--- src/rtl/fsync_pkg.sv ---
package fsync_pkg;
  parameter int FS_NUM_MON   = 3;
  parameter int FS_CNT_MAX   = 5;
  parameter int FS_CNT_PRE   = 5;

  typedef enum logic [0:0] {
    DIR_DOWN = 1'b0,
    DIR_UP   = 1'b1
  } vote_dir_e;
endpackage

--- src/rtl/fs_vote.sv ---
module fs_vote
  import fsync_pkg::*;
#(
  parameter int NUM_MON = FS_NUM_MON
) (
  input  logic [NUM_MON-1:0] err8_i,
  output vote_dir_e          dir_o
);
  logic [NUM_MON:0] all_hi;

  assign all_hi[0] = 1'b1;
  for (genvar g = 0; g < NUM_MON; g++) begin : g_mon
    assign all_hi[g+1] = all_hi[g] & err8_i[g];
  end

  assign dir_o = all_hi[NUM_MON] ? DIR_DOWN : DIR_UP;
endmodule

--- src/rtl/fs_conf_cnt.sv ---
module fs_conf_cnt
  import fsync_pkg::*;
#(
  parameter int CNT_MAX = FS_CNT_MAX,
  parameter int CNT_PRE = FS_CNT_PRE,
  parameter int CNT_W   = $clog2(CNT_MAX + 1)
) (
  input  logic             clk,
  input  logic             rst_n,
  input  logic             load_i,
  input  logic             step_i,
  input  vote_dir_e        dir_i,
  output logic [CNT_W-1:0] cnt_o,
  output logic             held_o,
  output logic             zero_hit_o
);
  localparam logic [CNT_W-1:0] MAXV = CNT_W'(CNT_MAX);
  localparam logic [CNT_W-1:0] PREV = CNT_W'(CNT_PRE);
  localparam logic [CNT_W-1:0] ONE  = CNT_W'(1);

  logic [CNT_W-1:0] cnt_q, cnt_d;
  logic             held_q, held_d;
  logic             hit_d;

  always_comb begin
    cnt_d  = cnt_q;
    held_d = held_q;
    hit_d  = 1'b0;
    if (load_i) begin
      cnt_d  = PREV;
      held_d = 1'b1;
    end else if (step_i && held_q) begin
      if (dir_i == DIR_UP) begin
        if ((cnt_q >= ONE) && (cnt_q < MAXV)) cnt_d = cnt_q + ONE;
      end else begin
        cnt_d = cnt_q - ONE;
        if (cnt_q == ONE) begin
          held_d = 1'b0;
          hit_d  = 1'b1;
        end
      end
    end
  end

  always_ff @(posedge clk or negedge rst_n) begin
    if (!rst_n) begin
      cnt_q  <= '0;
      held_q <= 1'b0;
    end else begin
      cnt_q  <= cnt_d;
      held_q <= held_d;
    end
  end

  assign cnt_o      = cnt_q;
  assign held_o     = held_q;
  assign zero_hit_o = hit_d;


  a_r10_no_overflow: assert property (@(posedge clk) disable iff (!rst_n)
    cnt_q <= MAXV);

  a_r2_load_full: assert property (@(posedge clk) disable iff (!rst_n)
    load_i |=> (cnt_q == PREV) && held_q);

  a_r3_idle_stable: assert property (@(posedge clk) disable iff (!rst_n)
    (!load_i && !step_i) |=> $stable(cnt_q) && $stable(held_q));

  a_r5_down_step: assert property (@(posedge clk) disable iff (!rst_n)
    (!load_i && step_i && held_q && dir_i == DIR_DOWN) |=> (cnt_q == $past(cnt_q) - ONE));

  a_r8_dropped_ignores: assert property (@(posedge clk) disable iff (!rst_n)
    (!load_i && !held_q) |=> !held_q && (cnt_q == '0));

  a_r6_held_tracks_zero: assert property (@(posedge clk) disable iff (!rst_n)
    held_q == (cnt_q != '0));
endmodule

--- src/rtl/fs_lof_sync.sv ---
module fs_lof_sync (
  input  logic clk,
  input  logic rst_n,
  input  logic clr_i,
  input  logic zero_hit_i,
  input  logic eos_i,
  output logic lof_o
);
  logic pend_q, pend_d;
  logic lof_q, lof_d;

  always_comb begin
    pend_d = pend_q;
    lof_d  = lof_q;
    if (clr_i) begin
      pend_d = 1'b0;
      lof_d  = 1'b0;
    end else begin
      if (pend_q && eos_i) begin
        lof_d  = 1'b1;
        pend_d = 1'b0;
      end
      if (zero_hit_i) pend_d = 1'b1;
    end
  end

  always_ff @(posedge clk or negedge rst_n) begin
    if (!rst_n) begin
      pend_q <= 1'b0;
      lof_q  <= 1'b0;
    end else begin
      pend_q <= pend_d;
      lof_q  <= lof_d;
    end
  end

  assign lof_o = lof_q;


  a_r7_rise_on_eos: assert property (@(posedge clk) disable iff (!rst_n)
    $rose(lof_q) |-> $past(eos_i) && $past(pend_q));

  a_r7_sticky: assert property (@(posedge clk) disable iff (!rst_n)
    (lof_q && !clr_i) |=> lof_q);

  a_r9_clear: assert property (@(posedge clk) disable iff (!rst_n)
    clr_i |=> !lof_q && !pend_q);
endmodule

--- src/rtl/fsync_hold_ctrl.sv ---
module fsync_hold_ctrl
  import fsync_pkg::*;
#(
  parameter int NUM_MON = FS_NUM_MON,
  parameter int CNT_MAX = FS_CNT_MAX,
  parameter int CNT_PRE = FS_CNT_PRE,
  localparam int CNT_W  = $clog2(CNT_MAX + 1)
) (
  input  logic               clk,
  input  logic               rst_n,
  input  logic               acq_found_i,
  input  logic [NUM_MON-1:0] err8_i,
  input  logic               word28_i,
  input  logic               eos_i,
  output logic               sync_held_o,
  output logic               lof_o,
  output logic [CNT_W-1:0]   conf_o
);
  vote_dir_e dir;
  logic      zero_hit;

  fs_vote #(.NUM_MON(NUM_MON)) u_vote (
    .err8_i (err8_i),
    .dir_o  (dir)
  );

  fs_conf_cnt #(.CNT_MAX(CNT_MAX), .CNT_PRE(CNT_PRE), .CNT_W(CNT_W)) u_cnt (
    .clk        (clk),
    .rst_n      (rst_n),
    .load_i     (acq_found_i),
    .step_i     (word28_i),
    .dir_i      (dir),
    .cnt_o      (conf_o),
    .held_o     (sync_held_o),
    .zero_hit_o (zero_hit)
  );

  fs_lof_sync u_lof (
    .clk        (clk),
    .rst_n      (rst_n),
    .clr_i      (acq_found_i),
    .zero_hit_i (zero_hit),
    .eos_i      (eos_i),
    .lof_o      (lof_o)
  );


  a_r4_up_saturates: assert property (@(posedge clk) disable iff (!rst_n)
    (!acq_found_i && word28_i && sync_held_o && !(&err8_i) && conf_o == CNT_W'(CNT_MAX))
      |=> conf_o == CNT_W'(CNT_MAX));

  a_r6_lof_needs_drop: assert property (@(posedge clk) disable iff (!rst_n)
    $rose(lof_o) |-> !sync_held_o);
endmodule

--- config.mk ---
export PLATFORM = sky130hd
export DESIGN_NAME = fsync_hold_ctrl
export DESIGN_NICKNAME = d
export VERILOG_FILES = /design/src/rtl/fsync_pkg.sv /design/src/rtl/fs_vote.sv /design/src/rtl/fs_conf_cnt.sv /design/src/rtl/fs_lof_sync.sv /design/src/rtl/fsync_hold_ctrl.sv
export SDC_FILE = /design/constraint.sdc
export NUM_CORES = 1
export LEC_CHECK = 0
export CORE_AREA = 8 8 45 47
export CTS_CLUSTER_DIAMETER = 200
export DETAILED_ROUTE_END_ITERATION = 10
export DIE_AREA = 0 0 53 55
export PLACE_DENSITY = 0.52
export SLEW_MARGIN = 25
export SYNTH_ARGS = -nofsm -noshare
export SYNTH_HDL_FRONTEND = slang
export SYNTH_SLANG_ARGS = --single-unit
--- constraint.sdc ---
create_clock -name clk -period 3.4 [get_ports clk]
set_input_delay 0.68 -clock clk [delete_from_list [all_inputs] [get_ports clk]]
set_output_delay 0.68 -clock clk [all_outputs]
set_load 0.01 [all_outputs]
Word level (Yosys, flattened, before mapping)
Cells that the tools add are included.

$add $sub $neg: 2. Multipliers: 0. Divide/modulo/power cells: 0. Order comparisons: 2. Eq/ne operators: 1. Shift-type cells: 0. Mux-type cells: 17. Bitwise operators: 2. Reduce and logical (&&, ||, !) cells: 11.

Operator list (count): 1-bit 2-to-1 mux (13); 3-bit 2-to-1 mux (4); 2-bit nonzero test (4); 3-bit nonzero test (2); 3-bit by 1-bit adder with 3-bit output, second input constant (1); 3-bit by 1-bit equality test with 1-bit output, second input constant (1); 3-bit by 1-bit greater-or-equal comparator with 1-bit output, second input constant (1); 1-bit logical AND (3); 3-bit < comparator, second input constant (1); 3-bit AND reduction (1); 3-bit by 1-bit subtractor with 3-bit output, second input constant (1); 1-bit bitwise AND (2); 2-bit AND reduction (1).

Flip-flop bits (word level): 6. Bits in latches: 0. Memory bits (writable): 0. Memory bits (read-only): 0. Input bits: 8. Output and inout port bits: 5. Word-level logic and storage cells: 39. Memories: 0.

Longest topological paths before layout
Gate-level depths: netlist of run 1.

Word-level depth: 7. Mapped depth: 6. Depth with buffers taken out: 6.

Hierarchy
A second synthesis of run 1 with hierarchy kept.

Cell total of the unflattened synthesis: 38. Area total of the unflattened synthesis: 371.6 sq um.

Modules (own cells, without submodules): fs_conf_cnt (instances 1, cells each 30, area each 289.0 sq um, seq. area each 100.1 sq um); fs_lof_sync (instances 1, cells each 7, area each 77.6 sq um, seq. area each 50.0 sq um); fs_vote (instances 1, cells each 1, area each 5.0 sq um, seq. area each 0.0 sq um).

Worst setup path after synthesis of run 1
Ideal clock, no wire load.

Path type: register to register. Start point: register u_cnt.cnt_q[1], in the netlist u_cnt.cnt_o[1]. End point: register u_cnt.cnt_q[2], in the netlist u_cnt.cnt_o[2]. Arrival time: 1.334 ns. Data required time: 3.321 ns. Slack: 1.986 ns. Stages on the path, launching flop included: 7. Path buffers: 0. Path through: dfrtp_1 inv_1 ha_1 o21bai_2 nand2_1 a32oi_1 mux2i_1.

Word-level cells in the longest chain between the ends: 5. Elaborated cells between the ends (all ways): 11. Those cells by class: 2 x add/sub; 2 x order compare; 4 x mux; 3 x reduce/logical.

RTL lines: start, declared (line fs_conf_cnt.sv:21) `logic [CNT_W-1:0] cnt_q, cnt_d;`; start signal, assigned (line fs_conf_cnt.sv:50) `cnt_q <= cnt_d;`; 3-bit by 1-bit adder with 3-bit output (line fs_conf_cnt.sv:34) `if ((cnt_q >= ONE) && (cnt_q < MAXV)) cnt_d = cnt_q + ONE;`; 3-bit 2-to-1 mux (line fs_conf_cnt.sv:34); 3-bit 2-to-1 mux (line fs_conf_cnt.sv:33) `if (dir_i == DIR_UP) begin`; 3-bit 2-to-1 mux (line fs_conf_cnt.sv:32) `end else if (step_i && held_q) begin`; 3-bit 2-to-1 mux (line fs_conf_cnt.sv:29) `if (load_i) begin`.

Parallel ways exist; a longest one is shown, timed or not. The select of a mux whose other input is x is not followed. A chain may end at the register's enable or synchronous reset.

Worst setup path after layout of run 1
Start point: register u_cnt.cnt_q[0], in the netlist u_cnt.cnt_o[0]. End point: output port conf_o[0].

RTL lines: end, declared (line fsync_hold_ctrl.sv:17) `output logic [CNT_W-1:0] conf_o`.

No word-level cell between the ends.

==> impl_metrics.tcl, run 1 <==
set metrics [dict create \
    syn-num-nets 47 \
    worst_slack_ns 1.47 \
    n_antenna_cell 0 \
    finalSetupTns_ns 0 \
    grt_pass1_vias 313 \
    leakagePower_nw 0.219 \
    power_density_nw_per_um2 341 \
    dr.pass1.iters 3 \
    place_ws_ns 1.48 \
    critPathSlowestCell "clkdlybuf4s50_1" \
    fmax_mhz 518 \
    grt_util_all_layers 0.0615 \
    cts.hold.buffers_added 0 \
    cts_buffer_depth 2 \
    cpLargestDelayFamily "buffers and inverters" \
    crit_cells 1 \
    vias 300 \
    outcome "complete, no violations" \
    min_period_ns 1.93 \
    synth_warnings 0 \
    fin_nets 64 \
    hpwl_microns 626 \
    clk_pin_slew_worst_paths_ns 0.04 \
    cts_tree "built" \
    cp-end-kind "output pin" \
    ff2ff_path_depth 6 \
    final_antenna_net_count 0 \
    syn_to_final_growth_pct 45.3 \
    worstMarginPinSlew_ns 0.286 \
    holdWs_ns 0.492 \
    syn_area_per_cell_sq_um 9.97 \
    worstHoldPathType "flop to flop" \
    avgViaCountPerCell 4.48 \
    max_stage_delay_ns 0.57 \
    rr_startpoint "u_cnt.cnt_o[1]" \
    portBuffers 12 \
    post-route-drc-count 0 \
    setup_viol 0 \
    place_area_sq_um 499 \
    grt_pass1_wl_mm 1.31 \
    r2r_end "u_cnt.cnt_o[2]" \
    synth-seq-cells 6 \
    ios 13 \
    place.gp.congestion 0.695 \
    fp.dieH_microns 55 \
    startpoint "u_cnt.cnt_o[0]" \
    fin_crit_sh 0.567 \
    path_buf_inv 1 \
    fin_util 0.377 \
    grt_max_degree 9 \
    clock-root-buffer "clkbuf_4" \
    relSlewSlack 0.809 \
    start_util 0.259 \
    synthCells 36 \
    crit_end "conf_o[0]" \
    peakVddDrop_mv 0.146 \
    worstPathArrival_ns 1.25 \
    final_cell_area_sq_um 522 \
    std_cell_rows 14 \
    core-area_sq_um 1380 \
    finalMaxSlewViolations 0 \
    worstPathMaxFanout 6 \
    crit_type "flop to output pin" \
    hold_viol_final 0 \
    fin_skew_ns 0.00343 \
    path_cells "clkdlybuf4s50_1" \
    post_cts_buffers 0 \
    avgRoutedWirePerCell_microns 11.6 \
    first_iter_violations 4 \
    final_layout_size_suffix_gt1_frac 0.118 \
    drv_cap 0 \
    cts_htree_levels 1 \
    drt_wl_total_microns 775 \
    cts-resized-gates 0 \
    cts-buffers-inserted 3 \
    dieArea_sq_um 2920 \
    clk_latency_ns 0.24 \
    die_width_microns 53 \
    cts_sinks 6 \
    grt_overflow 0 \
    yosys.cell_types.count 21 \
    r2r_slack_ns 1.89 \
    yosysSeqAreaShare 0.418 \
    crit_required_ns 2.72 \
    rsz0062_at_grt "no" \
    start_kind "flop" \
    mappedNetlistArea_sq_um 359 \
    antenna_found_initial 0 \
]
metal layers:
layer,vias to the layer above,GRT usage,routed length (microns)
li1,158,-,-
met1,137,0.0632,335
met2,5,0.0996,399
met3,0,0.0294,40
met4,0,0.0388,0
met5,-,0,0
cells in the mapped netlist, drive strengths merged:
cell	count	area (sq um)
dfrtp	6	150
nor2	4	15.0
a21oi	3	15.0
ha	3	37.5
inv	2	7.51
nand2	2	7.51
nand2b	2	12.5
a21o	1	7.51
a31oi	1	12.5
a32oi	1	8.76
and2	1	6.26
and3	1	6.26
mux2i	1	10.0
nand3	1	5.00
nand3b	1	7.51
nor2b	1	6.26
o21bai	1	11.3
o32ai	1	8.76
or2	1	6.26
or3b	1	8.76
xnor2	1	8.76
logic make-up after synthesis:
| logic type | after synthesis | synth area share |
|---|---|---|
| AND/OR/NAND/NOR | 15 | 0.227 |
| AO/OA/AOI/OAI | 8 | 0.178 |
| flip-flops | 6 | 0.418 |
| adder cells (fa/ha/maj) | 3 | 0.105 |
| buffers and inverters | 2 | 0.0209 |
| XOR/XNOR | 1 | 0.0244 |
| multiplexers | 1 | 0.0279 |
cells in the final DEF (no fill, tap or decap):
cell type and count:
a21o_1 1, a21oi_1 3, a31oi_2 1, a32oi_1 1, and2_1 1, and3_1 1
clkbuf_4 3, clkdlybuf4s50_1 12, dfrtp_1 6, ha_1 3, inv_1 2, mux2i_1 1
nand2_1 2, nand2b_1 2, nand3_1 1, nand3b_1 1, nor2_1 4, nor2b_1 1
o21bai_2 1, o32ai_1 1, or2_2 1, or3b_1 1, xnor2_1 1
state kept, by name, summed over array words and instances (netlist names):
signal and count:
u_lof.pend_q 1, u_cnt.held_o 1, u_cnt.cnt_o 3, u_lof.lof_o 1
through the flow:
| stage | std cells | total power [mW] |
|---|---|---|
| 5_1_grt | 67 | 0.193 |
| 4_1_cts | 67 | 0.182 |
| 3_3_place_gp | 64 | 0.117 |
| 6_report | 67 | 0.178 |
| 2_1_floorplan | 36 | 0.0973 |
| 3_5_place_dp | 64 | 0.117 |
worst min-delay path by stage:
stage,depth (start not counted),to,slack (ns),startpoint
floorplan,0,u_cnt.cnt_o[0],0.38,rst_n
global placement,2,u_lof.lof_o,0.48,u_lof.lof_o
detailed placement,2,u_lof.lof_o,0.49,u_lof.lof_o
CTS,2,u_lof.lof_o,0.50,u_lof.lof_o
global route,2,u_lof.lof_o,0.56,u_lof.lof_o
finish,2,u_lof.lof_o,0.49,u_lof.lof_o
report_power, final:
part | total [mW] | leakage [nW] | switching [mW] | internal (mW)
clock | 0.0629 | 0.0138 | 0.0231 | 0.0398
sequential | 0.0779 | 0.0687 | 0.00388 | 0.0741
combinational | 0.0370 | 0.136 | 0.0158 | 0.0212
total | 0.178 | 0.219 | 0.0428 | 0.135
final cells by class:
| class | instances | area (sq um) |
|---|---|---|
| Multi-Input combinational cell | 28 | 201 |
| Fill cell | 145 | 862 |
| Tap cell | 16 | 20.0 |
| Inverter | 2 | 7.51 |
| Timing Repair Buffer | 12 | 120 |
| Sequential cell | 6 | 150 |
| Clock buffer | 3 | 22.5 |
Power figures use the tool's default switching activity.
==> inputs of run 2 (changes only) <==
--- a/config.mk
+++ b/config.mk
@@ -9,7 +9,7 @@
 export CTS_CLUSTER_DIAMETER = 200
 export DETAILED_ROUTE_END_ITERATION = 10
 export DIE_AREA = 0 0 53 55
-export PLACE_DENSITY = 0.52
+export PLACE_DENSITY = 0.54
 export SLEW_MARGIN = 25
 export SYNTH_ARGS = -nofsm -noshare
 export SYNTH_HDL_FRONTEND = slang
==> constraint.sdc (replaced) <==
create_clock -name clk -period 1.7 [get_ports clk]
set_input_delay 0.34 -clock clk [delete_from_list [all_inputs] [get_ports clk]]
set_output_delay 0.34 -clock clk [all_outputs]
set_load 0.01 [all_outputs]
==> run 2 against run 1 <==
Effect of this change: via count decreased by 2.0%; worst hold slack got worse by 0.15 ns; non-clock buffer count increased by 1; clock skew decreased by 0.0013 ns; total power increased by 100%; sequential cell count unchanged; clock-buffer cell count unchanged; first-iteration DRC count increased by 25%; wire length increased by 0.77%; clock power increased by 100%; cell count increased by 1.5%; critical path type unchanged; critical endpoint unchanged; largest power group unchanged.
==> impl_metrics.tcl, run 2 (synthesis results as in run 1) <==
set metrics [dict create \
    cts-resized-gates 0 \
    worstPathMaxFanout 6 \
    worstHoldPathType "input pin to async pin" \
    fin_skew_ns 0.00214 \
    finalMaxSlewViolations 0 \
    layout_commonest_cell "clkdlybuf4s50_1" \
    avgViaCountPerCell 4.32 \
    dieArea_sq_um 2920 \
    r2r_end "u_cnt.cnt_o[2]" \
    r2r_slack_ns 0.18 \
    rr_startpoint "u_cnt.cnt_o[1]" \
    drt_wl_total_microns 781 \
    post-route-drc-count 0 \
    switching_share 0.242 \
    leakagePower_nw 0.224 \
    path_buf_inv 1 \
    min_period_ns 1.60 \
    cts_sinks 6 \
    p_seq_frac 0.436 \
    std_cell_rows 14 \
    worstMarginPinSlew_ns 0.269 \
    max_stage_delay_ns 0.58 \
    portBuffers 12 \
    start_util 0.259 \
    hold_viol_final 0 \
    switching_power_mw 0.0867 \
    fmax_mhz 624 \
    clkPwrFrac 0.353 \
    power_density_nw_per_um2 677 \
    largest_reg_flops 3 \
    core-area_sq_um 1380 \
    n_antenna_cell 0 \
    fin_crit_sh 0.942 \
    clock-root-buffer "clkbuf_4" \
    holdWs_ns 0.339 \
    die_width_microns 53 \
    grt_overflow 0 \
    start_kind "flop" \
    crit_required_ns 1.36 \
    syn_to_final_growth_pct 47.4 \
    comb_power_share 0.211 \
    dr.pass1.iters 2 \
    grt_pass1_vias 292 \
    cts_tree "built" \
    fin_nets 65 \
    grt_util_all_layers 0.0598 \
    vias 294 \
    ios 13 \
    place.gp.congestion 0.675 \
    crit_type "flop to output pin" \
    ff2ff_path_depth 6 \
    cts.hold.buffers_added 0 \
    cts_htree_levels 1 \
    drv_cap 0 \
    grt_max_degree 7 \
    rsz0062_at_grt "no" \
    outcome "complete, no violations" \
    final_layout_size_suffix_gt1_frac 0.135 \
    cpLargestDelayFamily "buffers and inverters" \
    post_cts_buffers 0 \
    p_int_mw 0.271 \
    cp-end-kind "output pin" \
    final_antenna_net_count 0 \
    mostFrequentLayoutCells "clkdlybuf4s50_1, dfrtp_1, nor2_1" \
    fp.dieH_microns 55 \
    path_cells "clkdlybuf4s50_1" \
    avgRoutedWirePerCell_microns 11.5 \
    clk_pin_slew_worst_paths_ns 0.04 \
    clk_latency_ns 0.24 \
    grt_pass1_wl_mm 1.29 \
    relSlewSlack 0.820 \
    cts_buffer_depth 2 \
    antenna_found_initial 0 \
    first_iter_violations 5 \
    setup_viol 0 \
    finalSetupTns_ns 0 \
    peakVddDrop_mv 0.411 \
    hpwl_microns 657 \
    worstPathArrival_ns 1.26 \
    critPathSlowestCell "clkdlybuf4s50_1" \
    cts-buffers-inserted 3 \
]
[run 2: metal layers]
metal / track usage / up-vias / part of all wire
met5: 0 / - / 0
met4: 0.0259 / 0 / 0
met3: 0.0348 / 0 / 0.041
met2: 0.0879 / 4 / 0.49
met1: 0.0691 / 131 / 0.47
li1: - / 159 / -
[run 2: how the worst max path moves through the flow]
| stage | cells after the start | end | slack (ns) | startpoint |
|---|---|---|---|---|
| after detailed placement | 5 | u_cnt.held_o | 0.13 | err8_i[0] |
| after CTS | 1 | conf_o[0] | 0.07 | u_cnt.cnt_o[0] |
| after global routing | 1 | conf_o[0] | 0.02 | u_cnt.cnt_o[0] |
| final | 1 | conf_o[0] | 0.1 | u_cnt.cnt_o[0] |
| after floorplan | 6 | u_cnt.cnt_o[2] | 0.29 | u_cnt.cnt_o[1] |
| after global placement | 5 | u_cnt.cnt_o[1] | 0.16 | err8_i[2] |
[run 2: through the flow]
step                      total power [mW]  std cells  instance area (sq um)  utilization  worst slack [ns]
after global routing                 0.386         68                    529        0.382            0.0191
final                                0.358         68                    529        0.382            0.0980
after CTS                            0.366         68                    529        0.382            0.0721
after global placement               0.236         65                    507        0.366             0.162
after floorplan                      0.195         36                    359            -             0.286
after detailed placement             0.235         65                    507        0.366             0.130
[run 2: power by group through the flow]
stage / clock network (mW) / logic (mW) / registers (mW)
6_report: 0.126 / 0.0757 / 0.156
5_1_grt: 0.143 / 0.0853 / 0.158
4_1_cts: 0.132 / 0.0771 / 0.156
3_5_place_dp: 0 / 0.0763 / 0.159
3_3_place_gp: 0 / 0.0774 / 0.159
2_1_floorplan: 0 / 0.0360 / 0.159
[run 2: layout make-up]
type / count / area [sq um]
Fill cell: 156 / 855
Multi-Input combinational cell: 28 / 201
Inverter: 2 / 7.51
Clock buffer: 3 / 22.5
Timing Repair Buffer: 13 / 128
Tap cell: 16 / 20.0
Sequential cell: 6 / 150
==> inputs of run 3 (changes only) <==
--- a/config.mk
+++ b/config.mk
@@ -6,11 +6,10 @@
 export NUM_CORES = 1
 export LEC_CHECK = 0
 export CORE_AREA = 8 8 45 47
-export CTS_CLUSTER_DIAMETER = 200
 export DETAILED_ROUTE_END_ITERATION = 10
 export DIE_AREA = 0 0 53 55
 export PLACE_DENSITY = 0.54
-export SLEW_MARGIN = 25
+export SLEW_MARGIN = 5
 export SYNTH_ARGS = -nofsm -noshare
 export SYNTH_HDL_FRONTEND = slang
 export SYNTH_SLANG_ARGS = --single-unit
==> results of run 3 <==
Final layout, timing and power as in run 2 (identical DEF).
